$ cat src/rtl/ppe_pkg.sv
package ppe_pkg;

  typedef enum logic [1:0] {
    ST_IDLE  = 2'd0,
    ST_PAUSE = 2'd1,
    ST_CARRY = 2'd2,
    ST_CLOSE = 2'd3
  } ppe_state_t;

endpackage

$ cat src/rtl/ppe_tick_counter.sv
module ppe_tick_counter #(
  parameter int CNT_W = 8,
  parameter int LIMIT = 150
) (
  input  logic             clk,
  input  logic             rst,
  input  logic             clr,
  input  logic             tick,
  output logic [CNT_W-1:0] cnt
);

  always_ff @(posedge clk) begin
    if (rst || clr) begin
      cnt <= '0;
    end else if (tick) begin
      cnt <= cnt + 1'b1;
    end
  end

  // the period count never reaches the long-bit length
  p_count_bound_r4: assert property (@(posedge clk) disable iff (rst)
    cnt < CNT_W'(LIMIT));

endmodule

$ cat src/rtl/ppe_shift_reg.sv
module ppe_shift_reg #(
  parameter int DATA_W = 16,
  parameter int LEN_W  = 5
) (
  input  logic              clk,
  input  logic              rst,
  input  logic              load,
  input  logic              shift,
  input  logic [DATA_W-1:0] data_in,
  input  logic [LEN_W-1:0]  len_in,
  output logic              lsb,
  output logic              last
);

  logic [DATA_W-1:0] sreg;
  logic [LEN_W-1:0]  remain;

  always_ff @(posedge clk) begin
    if (rst) begin
      sreg   <= '0;
      remain <= '0;
    end else if (load) begin
      sreg   <= data_in;
      remain <= len_in;
    end else if (shift) begin
      sreg   <= sreg >> 1;
      remain <= remain - 1'b1;
    end
  end

  assign lsb  = sreg[0];
  assign last = (remain == LEN_W'(1));

  // a shift never happens with no bits left
  p_no_underflow_r11: assert property (@(posedge clk) disable iff (rst)
    shift |-> (remain != '0));

  // a loaded length never exceeds the register width
  p_len_limit_r11: assert property (@(posedge clk) disable iff (rst)
    load |=> (remain <= LEN_W'(DATA_W)));

endmodule

$ cat src/rtl/ppe_frame_tx.sv
module ppe_frame_tx
  import ppe_pkg::*;
#(
  parameter int DATA_W      = 16,
  parameter int PAUSE_TICKS = 30,
  parameter int ONE_TICKS   = 150,
  parameter int ZERO_TICKS  = 90,
  parameter int LEN_W       = $clog2(DATA_W + 1)
) (
  input  logic              clk,
  input  logic              rst,
  input  logic              tick_en,
  input  logic              start,
  input  logic [DATA_W-1:0] data_in,
  input  logic [LEN_W-1:0]  bit_count,
  output logic              busy,
  output logic              done,
  output logic              carrier,
  output logic              timer_restart
);

  localparam int LONG_TICKS = (ONE_TICKS > ZERO_TICKS) ? ONE_TICKS : ZERO_TICKS;
  localparam int CNT_W      = $clog2(LONG_TICKS + 1);
  localparam logic [CNT_W-1:0] PAUSE_END = CNT_W'(PAUSE_TICKS - 1);
  localparam logic [CNT_W-1:0] ONE_END   = CNT_W'(ONE_TICKS - 1);
  localparam logic [CNT_W-1:0] ZERO_END  = CNT_W'(ZERO_TICKS - 1);

  ppe_state_t       state;
  logic [CNT_W-1:0] cnt;
  logic [LEN_W-1:0] len_lim;
  logic             accept;
  logic             pause_hit;
  logic             bit_hit;
  logic             shift_en;
  logic             cnt_clr;
  logic             cur_bit;
  logic             last_bit;

  always_comb begin
    len_lim = (bit_count > LEN_W'(DATA_W)) ? LEN_W'(DATA_W) : bit_count;
  end

  assign accept    = start && (state == ST_IDLE);
  assign pause_hit = tick_en && (cnt == PAUSE_END);
  assign bit_hit   = tick_en && (cnt == (cur_bit ? ONE_END : ZERO_END));
  assign shift_en  = (state == ST_CARRY) && bit_hit;
  assign cnt_clr   = (state == ST_IDLE) || shift_en;

  ppe_tick_counter #(
    .CNT_W (CNT_W),
    .LIMIT (LONG_TICKS)
  ) i_counter (
    .clk  (clk),
    .rst  (rst),
    .clr  (cnt_clr),
    .tick (tick_en),
    .cnt  (cnt)
  );

  ppe_shift_reg #(
    .DATA_W (DATA_W),
    .LEN_W  (LEN_W)
  ) i_shift (
    .clk     (clk),
    .rst     (rst),
    .load    (accept),
    .shift   (shift_en),
    .data_in (data_in),
    .len_in  (len_lim),
    .lsb     (cur_bit),
    .last    (last_bit)
  );

  always_ff @(posedge clk) begin
    if (rst) begin
      state         <= ST_IDLE;
      busy          <= 1'b0;
      done          <= 1'b0;
      carrier       <= 1'b1;
      timer_restart <= 1'b0;
    end else begin
      done          <= 1'b0;
      timer_restart <= 1'b0;
      unique case (state)
        ST_IDLE: begin
          if (start) begin
            busy    <= 1'b1;
            carrier <= 1'b0;
            state   <= (len_lim == '0) ? ST_CLOSE : ST_PAUSE;
          end
        end
        ST_PAUSE: begin
          if (pause_hit) begin
            carrier <= 1'b1;
            state   <= ST_CARRY;
          end
        end
        ST_CARRY: begin
          if (bit_hit) begin
            carrier <= 1'b0;
            state   <= last_bit ? ST_CLOSE : ST_PAUSE;
          end
        end
        ST_CLOSE: begin
          if (pause_hit) begin
            carrier       <= 1'b1;
            busy          <= 1'b0;
            done          <= 1'b1;
            timer_restart <= 1'b1;
            state         <= ST_IDLE;
          end
        end
        default: state <= ST_IDLE;
      endcase
    end
  end

  // carrier stays on whenever no frame is in progress
  p_idle_carrier_r1: assert property (@(posedge clk) disable iff (rst)
    !busy |-> carrier);

  // an accepted start raises busy and opens a pause
  p_busy_on_start_r8: assert property (@(posedge clk) disable iff (rst)
    (start && !busy) |=> (busy && !carrier));

  // busy ends only together with the completion pulse
  p_fall_busy_r7: assert property (@(posedge clk) disable iff (rst)
    $fell(busy) |-> (done && timer_restart && carrier));

  // completion pulses last a single clock
  p_done_pulse_r7: assert property (@(posedge clk) disable iff (rst)
    done |=> !done && !timer_restart);

  // inside a frame, the carrier moves only after a tick
  p_stall_r12: assert property (@(posedge clk) disable iff (rst)
    ($past(busy) && !$past(tick_en)) |-> $stable(carrier));

  // a strobe during a frame does not end or restart it
  p_ignore_start_r10: assert property (@(posedge clk) disable iff (rst)
    (busy && start && !tick_en) |=> busy);

endmodule

$ cat config.mk
export PLATFORM = sky130hd
export DESIGN_NAME = ppe_frame_tx
export DESIGN_NICKNAME = d
export VERILOG_FILES = /design/src/rtl/ppe_pkg.sv /design/src/rtl/ppe_tick_counter.sv /design/src/rtl/ppe_shift_reg.sv /design/src/rtl/ppe_frame_tx.sv
export SDC_FILE = /design/constraint.sdc
export NUM_CORES = 1
export LEC_CHECK = 0
export BUFFER_PORTS_ARGS = -buffer_cell sky130_fd_sc_hd__clkbuf_2
export CAP_MARGIN = 20
export CORE_MARGIN = 8
export CORE_UTILIZATION = 45
export DETAILED_ROUTE_END_ITERATION = 8
export MAX_ROUTING_LAYER = met4
export PLACE_DENSITY = 0.66
export SLEW_MARGIN = 10
export SYNTH_ARGS = -nofsm -noshare
export SYNTH_HDL_FRONTEND = slang
export SYNTH_SLANG_ARGS = --single-unit
$ cat constraint.sdc
create_clock -name clk -period 2 [get_ports clk]
set_clock_uncertainty 0.1 [all_clocks]
set_input_delay 0.3 -clock clk [delete_from_list [all_inputs] [get_ports clk]]
set_output_delay 0.3 -clock clk [all_outputs]
set_load 0.01 [all_outputs]
==> results of run 1 <==
-- worst max-delay path, delay by kind of cell, from the launching register on --
| family | cells | cell delay (ns) |
|---|---|---|
| simple gates | 3 | 0.85 |
| compound gates | 1 | 0.25 |
| flops | 1 | 0.35 |
| fa+ha+maj | 1 | 0.12 |
| buf+inv | 1 | 0.07 |
-- synth_stat cells (2+ instances only) --
library cell,count
a211oi_1,9
a21oi_1,6
a31oi_1,14
and3_1,2
and4_1,2
and4bb_1,2
buf_2,6
buf_4,6
buf_6,2
clkbuf_1,7
dfxtp_1,34
ha_1,4
inv_1,5
nand2_1,22
nand3_1,21
nand4_1,5
nor2_1,6
nor2b_1,5
nor3_1,3
nor4_1,6
o211ai_1,16
or4_1,2
xor2_1,6
-- logic make-up after synthesis --
family	count (synthesis)	share of synthesized area, %
xor gates and xnor gates	7	3.34
and+or+nand+nor	81	23.9
AOI/OAI and AO/OA	59	23.4
muxes	2	1.36
DFF	34	37.1
adders and majority gates	4	2.73
buffers and inverters	28	8.19
-- per-stage QoR --
step | power, mW | area, um^2 | setup slack [ns] | util [%] | cells
floorplan | 0.879 | 1830 | 0.232 | - | 215
global placement | 0.948 | 2040 | 0.159 | 51.4 | 283
detailed placement | 0.949 | 2040 | 0.110 | 51.4 | 283
CTS | 1.57 | 2150 | 0.111 | 54.1 | 291
global route | 1.64 | 2150 | 0.0628 | 54.1 | 291
finish | 1.55 | 2150 | 0.182 | 54.1 | 291
-- power breakdown --
| group | switching, mW | internal, mW |
|---|---|---|
| registers | 0.0271 | 0.714 |
| clock network | 0.243 | 0.373 |
| logic | 0.102 | 0.0905 |
| total | 0.372 | 1.18 |
-- area by class of cell --
| cell class | instances | area share (%) |
|---|---|---|
| Clock buffer | 7 | 3.55 |
| Clock inverter | 1 | 1.40 |
| Multi-Input combinational cell | 153 | 47.0 |
| Sequential cell | 34 | 31.7 |
| Tap cell | 50 | 2.91 |
| Timing Repair Buffer | 40 | 12.5 |
| Inverter | 6 | 1.05 |
-- sequential cells by signal, summed over array words and instances, names as in the netlist --
signal / flops
busy: 1
carrier: 1
state: 2
i_counter.cnt: 8
timer_restart: 1
i_shift.remain: 5
i_shift.sreg: 16
-- routing by layer --
layer	vias up	wire, um
met3	4	191
met5	-	0
met1	774	2170
li1	857	-
met2	37	1990
met4	0	48
-- how the worst min path moves through the flow --
| stage | start | end | slack, ns | cells after the start |
|---|---|---|---|---|
| after floorplan | data_in[15] | i_shift.sreg[15] | 0.34 | 2 |
| after global placement | i_shift.sreg[1] | i_shift.sreg[0] | 0.38 | 2 |
| after detailed placement | i_shift.sreg[5] | i_shift.sreg[4] | 0.39 | 2 |
| after CTS | data_in[15] | i_shift.sreg[15] | 0.12 | 3 |
| after global routing | data_in[15] | i_shift.sreg[15] | 0.12 | 3 |
| final | data_in[15] | i_shift.sreg[15] | 0.13 | 3 |
-- timing repair --
| item | 4_1_cts | 5_1_grt |
|---|---|---|
| hold endpoints to repair | 0 | 0 |
| setup endpoints to repair | 0 | 1 |
| resized for setup | 0 | 1 |
==> metrics.yaml, run 1 <==
synth:
  syn_nets: 244
  ys.warnings.count: 0
  syn_inst: 215
  postSynth.asyncResetShare_pct: 0
  synth_area_leaders: "dfxtp_1 37%, o211ai_1 6.5%, nand3_1 5.7%"
  ys.flop_type: "dfxtp_1"
  yosysTopAreaCellShare_pct: 37.1
  yosys.cell_types.count: 47
  yosys.area.top_type: "dfxtp_1"
  ys_seq_elements: 34
  synthesis.area_um2: 1830
  syn_area_per_cell_um2: 8.53
  synth-edff-count: 0
  synth_seq_area_share_pct: 37.1
clocking:
  ctsHoldBuffers: 0
  insertion_delay_ns: 0.29
  clk_path_buf_depth: 2
  cts.sinks: 34
  path_clk_slew_ns: 0.07
  htree_levels: 2
  cts_setup_buffers: 0
  cts_tree: "done"
  cts_buffers: 5
  cts.root.buffer_cell: "clkbuf_8"
drt:
  drc_errors: 0
  first_iter_violations: 104
  wl_per_cell_um: 15.1
  wirelength_um: 4400
  num_vias: 1672
  drt-pass1-iter-count: 5
  vias_per_cell: 5.75
  drtAntennaViolNets: 0
critical_path:
  endpoint_kind: "flip-flop"
  arrival_ns: 1.90
  cpPeakStageDelay_ns: 0.41
  cp_cell_sequence: "inv_1 -> ha_1 -> and4b_2 -> nand3_2 -> or4_1 -> a41o_1"
  reg2reg_depth: 6
  critPathLaunch: "i_counter.cnt[1]"
  crit_slowest_cell: "or4_1"
  critPathLaunchType: "flip-flop"
  crit_path_end: "i_shift.remain[4]"
  critPathKind: "flip-flop to flip-flop"
  r2r_setup_slack_ns: 0.18
  reg2reg_from: "i_counter.cnt[1]"
  cp.required_ns: 2.09
  crit_fanout: 8
  reg2reg_to: "i_shift.remain[4]"
global_route:
  gr-usage-met3_pct: 4.73
  use_met1_pct: 17.9
  top_usage_layer: "met2"
  grtUsageTotal_pct: 14.8
  grt_pass1_vias: 1687
  grt_max_degree: 34
  antenna_found_initial: 0
  grt_pass1_wl_um: 7510
  use_met2_pct: 22.8
  grt_overflow: 0
final_layout:
  n_fill_cell: 394
  final_cell_mix: "34 x dfxtp_1, 28 x clkbuf_2, 22 x nand2_1, 21 x nand3_1, 16 x o211ai_1"
  syn_to_final_growth_pct: 17.2
  fin_nets: 269
  multi_input_comb_area_um2: 1010
  antenna_cells: 0
  drive_above_1_share_pct: 21.6
  final_common_cell: "dfxtp_1"
  seq_area_um2: 681
die:
  fp.dieW_um: 79.8
  die_h_um: 79.8
  rows: 23
  coreArea_um2: 3970
  boundaryPins: 29
  start_util_pct: 46.2
  die-area_um2: 6380
sta:
  fin_crit_ns: 1.82
  tightest_slew_ns: 0.481
  slew_violations: 0
  rsz0062_at_grt: "false"
  fmaxAchievable_mhz: 550
  tns_ns: 0
  slew_headroom_pct: 67.9
  setup_viol: 0
  hold_viol: 0
  post-route-period-util_pct: 90.9
  hold_ws_ns: 0.131
run:
  drv_cap: 0
placement:
  dpl.hpwl_um: 3030
  gp_congestion: 0.832
  place.port_buffers: 28
run_status:
  status: "finished clean"
pwr:
  power.density_nw_per_um2: 721
  ir_drop_uv: 589
  power_leakage_nw: 0.807
min_path:
  hp-class: "input pin to flip-flop"
Power figures use the tool's default switching activity.
==> run 2, diff against run 1 <==
PLACE_DENSITY = unset   (was 0.66)
PLACE_DENSITY_LB_ADDON = 0.25   (was unset)
==> run 2 against run 1 <==
Against the previous run:
- sequential share of layout area up 0.092 points
- design area fell by 0.29%
- wire length grew 0.93%
- sequential cell count stayed put
- clock-buffer cell count unchanged
- first-iteration DRC count shrank 27%
- setup slack got worse by 0.026 ns
- clock power decreased by 15%
- cell count grew 1.0%
- combinational power about the same
- via count increased by 0.78%
==> metrics.yaml, run 2 (synthesized netlist as in run 1, its figures left out) <==
sta:
  rsz0062_at_grt: "false"
  post-route-period-util_pct: 92.2
  tns_ns: 0
  fin_crit_ns: 1.84
  slew_headroom_pct: 76.2
  tightest_slew_ns: 0.354
  fmaxAchievable_mhz: 542
  worst_slack_ns: 0.157
  setup_viol: 0
  hold_viol: 0
  slew_violations: 0
die:
  die_h_um: 79.8
  die-area_um2: 6380
  rows: 23
  coreArea_um2: 3970
  boundaryPins: 29
  fp.dieW_um: 79.8
  start_util_pct: 46.2
drt:
  first_iter_violations: 76
  drtAntennaViolNets: 0
  wl_per_cell_um: 15.1
  wirelength_um: 4440
  num_vias: 1685
  drc_errors: 0
  drt-pass1-iter-count: 4
  vias_per_cell: 5.73
run:
  drv_cap: 0
critical_path:
  reg2reg_depth: 6
  arrival_ns: 1.93
  reg2reg_from: "i_counter.cnt[1]"
  critPathLaunchType: "flip-flop"
  cp.required_ns: 2.08
  reg2reg_to: "i_shift.remain[4]"
  endpoint_kind: "flip-flop"
  critPathKind: "flip-flop to flip-flop"
  crit_fanout: 8
  r2r_setup_slack_ns: 0.16
pwr:
  ir_drop_uv: 351
  power_mw: 1.46
  swShare_pct: 25.9
  p_switching_mw: 0.378
  intPower_mw: 1.08
  power_leakage_nw: 0.815
  pwr-share-comb_pct: 13.1
  power.share.clock_pct: 36.1
  power.density_nw_per_um2: 679
  p_seq_share_pct: 50.9
final_layout:
  largest_register_ffs: 16
  syn_to_final_growth_pct: 16.8
  top_register: "i_shift.sreg"
  final_common_cell: "dfxtp_1"
  post-route-util_pct: 54.0
  antenna_cells: 0
  final_cell_mix: "34 x dfxtp_1, 28 x clkbuf_2, 22 x nand2_1, 21 x nand3_1, 16 x o211ai_1"
  top_regs: "i_shift.sreg: 16 flops, i_counter.cnt: 8 flops, i_shift.remain: 5 flops"
  fin_nets: 272
  drive_above_1_share_pct: 22.5
  stdcell_count: 294
clocking:
  cts_tree: "done"
  htree_levels: 2
  ctsHoldBuffers: 0
  clk_path_buf_depth: 2
  cts.sinks: 34
  cts_setup_buffers: 0
  path_clk_slew_ns: 0.08
  cts_buffers: 5
  insertion_delay_ns: 0.28
  post_cts_resized: 0
  cts.root.buffer_cell: "clkbuf_8"
min_path:
  hp-class: "input pin to flip-flop"
  worstHoldStart: "data_in[15]"
  min_delay_path_depth: 3
  hold_end: "i_shift.sreg[15]"
placement:
  gp_congestion: 0.797
  pre_cts_ws_ns: 0.167
  dpl.hpwl_um: 3040
  place.port_buffers: 28
  dp.cells: 286
global_route:
  grtUsageTotal_pct: 14.6
  antenna_found_initial: 0
  grt_overflow: 0
  grt_max_degree: 34
  grt_pass1_vias: 1591
  grt_pass1_wl_um: 7370
run_status:
  status: "finished clean"
-- run 2: power groups by stage --
stage	Combinational [mW]	Clock (mW)	Sequential, mW
floorplan	0.130	0	0.749
global placement	0.189	0	0.755
detailed placement	0.190	0	0.755
CTS	0.191	0.538	0.740
global route	0.213	0.568	0.745
finish	0.191	0.525	0.741
-- run 2: cell type report --
cell class / count / area [um^2]
tap: 50 / 62.6
sequential: 34 / 681
clock buffer: 7 / 86.3
inverter: 6 / 22.5
fill: 387 / 1830
timing repair buffer: 43 / 278
clock inverter: 1 / 5.00
multi-input combinational: 153 / 1010
-- run 2: layer usage --
metal  up-vias  wire length (um)  GRT usage (%)
li1        863                 -              -
met1       778              2240           18.1
met2        37              2010           22.5
met3         7               135           3.94
met4         0                53           4.55
met5         -                 0              -
-- run 2: per-stage QoR --
step | hold WS, ns | cell area [um^2]
after floorplan | 0.336 | 1830
after global routing | 0.143 | 2140
after detailed placement | 0.388 | 2050
after global placement | 0.380 | 2050
final | 0.134 | 2140
after CTS | 0.132 | 2140
-- run 2: how the worst max path moves through the flow --
stage,from,to,slack (ns),depth (start not counted)
floorplan,i_counter.cnt[0],i_shift.remain[4],0.23,6
global placement,i_counter.cnt[2],i_shift.remain[4],0.18,5
detailed placement,i_counter.cnt[0],i_shift.remain[4],0.17,5
CTS,i_counter.cnt[1],i_shift.remain[4],0.16,6
global route,i_counter.cnt[0],i_shift.sreg[3],0.002,6
finish,i_counter.cnt[1],i_shift.remain[4],0.16,6
-- run 2: critical path, stage by stage, from the launching register on --
cell     delay, ns
dfxtp_1       0.31
inv_1         0.05
ha_1          0.13
and4b_1       0.36
nand3_2       0.15
or4_1         0.41
a41o_1        0.24
==> run 3, diff against run 2 <==
RECOVER_POWER = 50   (was unset)
==> run 3 against run 2 <==
Against the previous run:
- fmax about the same
- non-clock buffer count unchanged
- largest cell class unchanged
- sequential power about the same
- power down 0.15%
- via count about the same
- sequential share of layout area up 0.30 points
- register-to-register slack about the same
- setup slack better by 0.00081 ns
- global-route usage unchanged
- hold slack better by 0.00098 ns
- critical path type unchanged
- wire length up 0.16%
==> metrics.yaml, run 3 (synthesized netlist as in run 1, its figures left out) <==
run_status:
  status: "finished clean"
die:
  fp.dieW_um: 79.8
  boundaryPins: 29
  die-area_um2: 6380
  die_h_um: 79.8
  start_util_pct: 46.2
  rows: 23
  coreArea_um2: 3970
clocking:
  cts.root.buffer_cell: "clkbuf_8"
  insertion_delay_ns: 0.28
  htree_levels: 2
  clk_path_buf_depth: 2
  cts_setup_buffers: 0
  path_clk_slew_ns: 0.08
  post_cts_resized: 0
  ctsHoldBuffers: 0
  cts.sinks: 34
  cts_buffers: 5
  cts_tree: "done"
min_path:
  hp-class: "input pin to flip-flop"
  hold_end: "i_shift.sreg[15]"
  min_delay_path_depth: 3
  worstHoldStart: "data_in[15]"
final_layout:
  top_regs: "i_shift.sreg: 16 flops, i_counter.cnt: 8 flops, i_shift.remain: 5 flops"
  syn_to_final_growth_pct: 15.8
  final_cell_mix: "34 x dfxtp_1, 25 x clkbuf_2, 22 x nand2_1, 21 x nand3_1, 16 x o211ai_1"
  fin_nets: 272
  stdcell_area_um2: 2120
  largest_register_ffs: 16
  top_register: "i_shift.sreg"
  antenna_cells: 0
  final_common_cell: "dfxtp_1"
  drive_above_1_share_pct: 20.9
  stdcell_count: 294
global_route:
  grt_pass1_vias: 1591
  grt_overflow: 0
  grt_pass1_wl_um: 7370
  grt_max_degree: 34
  grtUsageTotal_pct: 14.6
  antenna_found_initial: 0
placement:
  placed_area_um2: 2050
  place.port_buffers: 28
  gp_congestion: 0.797
  dpl.hpwl_um: 3040
  dp.cells: 286
critical_path:
  cp.required_ns: 2.08
  crit_fanout: 8
  reg2reg_to: "i_shift.remain[4]"
  critPathKind: "flip-flop to flip-flop"
  arrival_ns: 1.93
  endpoint_kind: "flip-flop"
  r2r_setup_slack_ns: 0.16
  critPathLaunchType: "flip-flop"
  reg2reg_from: "i_counter.cnt[0]"
  reg2reg_depth: 5
pwr:
  power_leakage_nw: 0.796
  ir_drop_uv: 346
  power.density_nw_per_um2: 685
sta:
  rsz0062_at_grt: "false"
  tns_ns: 0
  tightest_slew_ns: 0.442
  post-route-period-util_pct: 92.1
  slew_violations: 0
  slew_headroom_pct: 70.5
  fmaxAchievable_mhz: 543
  setup_viol: 0
  fin_crit_ns: 1.84
  hold_viol: 0
drt:
  first_iter_violations: 91
  wl_per_cell_um: 15.1
  vias_per_cell: 5.73
  drt-pass1-iter-count: 4
  drtAntennaViolNets: 0
  num_vias: 1684
  wirelength_um: 4440
  drc_errors: 0
run:
  drv_cap: 0
## run 3: cell types whose count changed in the layout (fill, tap and decap cells not counted)
cell	delta
buf_12	-1
clkbuf_1	+4
clkbuf_2	-3
## run 3: critical path: stages, from the launching register on
cell and delay [ns]:
dfxtp_1 0.34, ha_1 0.15, and4b_1 0.36, nand3_2 0.15, or4_1 0.41, a41o_1 0.24
## run 3: cell type report
cell class                      count  area (um^2)
Sequential cell                    34          681
Tap cell                           50         62.6
Clock buffer                        7         86.3
Fill cell                         392         1850
Multi-Input combinational cell    153         1010
Timing Repair Buffer               43          258
Inverter                            6         22.5
Clock inverter                      1         5.00
## run 3: report_power, final
| group | switching (mW) | internal (mW) | total (mW) |
|---|---|---|---|
| Sequential | 0.0270 | 0.714 | 0.741 |
| Clock | 0.247 | 0.278 | 0.525 |
| Combinational | 0.103 | 0.0861 | 0.189 |
## run 3: routing by layer
layer | part of all wire [%] | up-vias | GRT usage (%) | routed length (um)
met5 | 0 | - | - | 0
met4 | 1.2 | 0 | 4.55 | 53
met3 | 2.8 | 7 | 3.94 | 124
met2 | 45 | 31 | 22.5 | 2020
met1 | 50 | 783 | 18.1 | 2240
li1 | - | 863 | - | -
## run 3: worst max-delay path by stage
stage               slack (ns)             start  depth (start not counted)           endpoint
floorplan                 0.23  i_counter.cnt[0]                          6  i_shift.remain[4]
global placement          0.18  i_counter.cnt[2]                          5  i_shift.remain[4]
detailed placement        0.17  i_counter.cnt[0]                          5  i_shift.remain[4]
CTS                       0.16  i_counter.cnt[1]                          6  i_shift.remain[4]
global route             0.002  i_counter.cnt[0]                          6    i_shift.sreg[3]
finish                    0.16  i_counter.cnt[0]                          5  i_shift.remain[4]
## run 3: per-stage QoR
| stage | setup WS [ns] | total power [mW] | hold slack (ns) | utilization (%) |
|---|---|---|---|---|
| floorplan | 0.232 | 0.879 | 0.336 | - |
| global placement | 0.175 | 0.944 | 0.380 | 51.7 |
| detailed placement | 0.167 | 0.945 | 0.388 | 51.7 |
| CTS | 0.157 | 1.47 | 0.132 | 54.0 |
| global route | 0.00242 | 1.52 | 0.143 | 53.5 |
| finish | 0.157 | 1.45 | 0.135 | 53.5 |
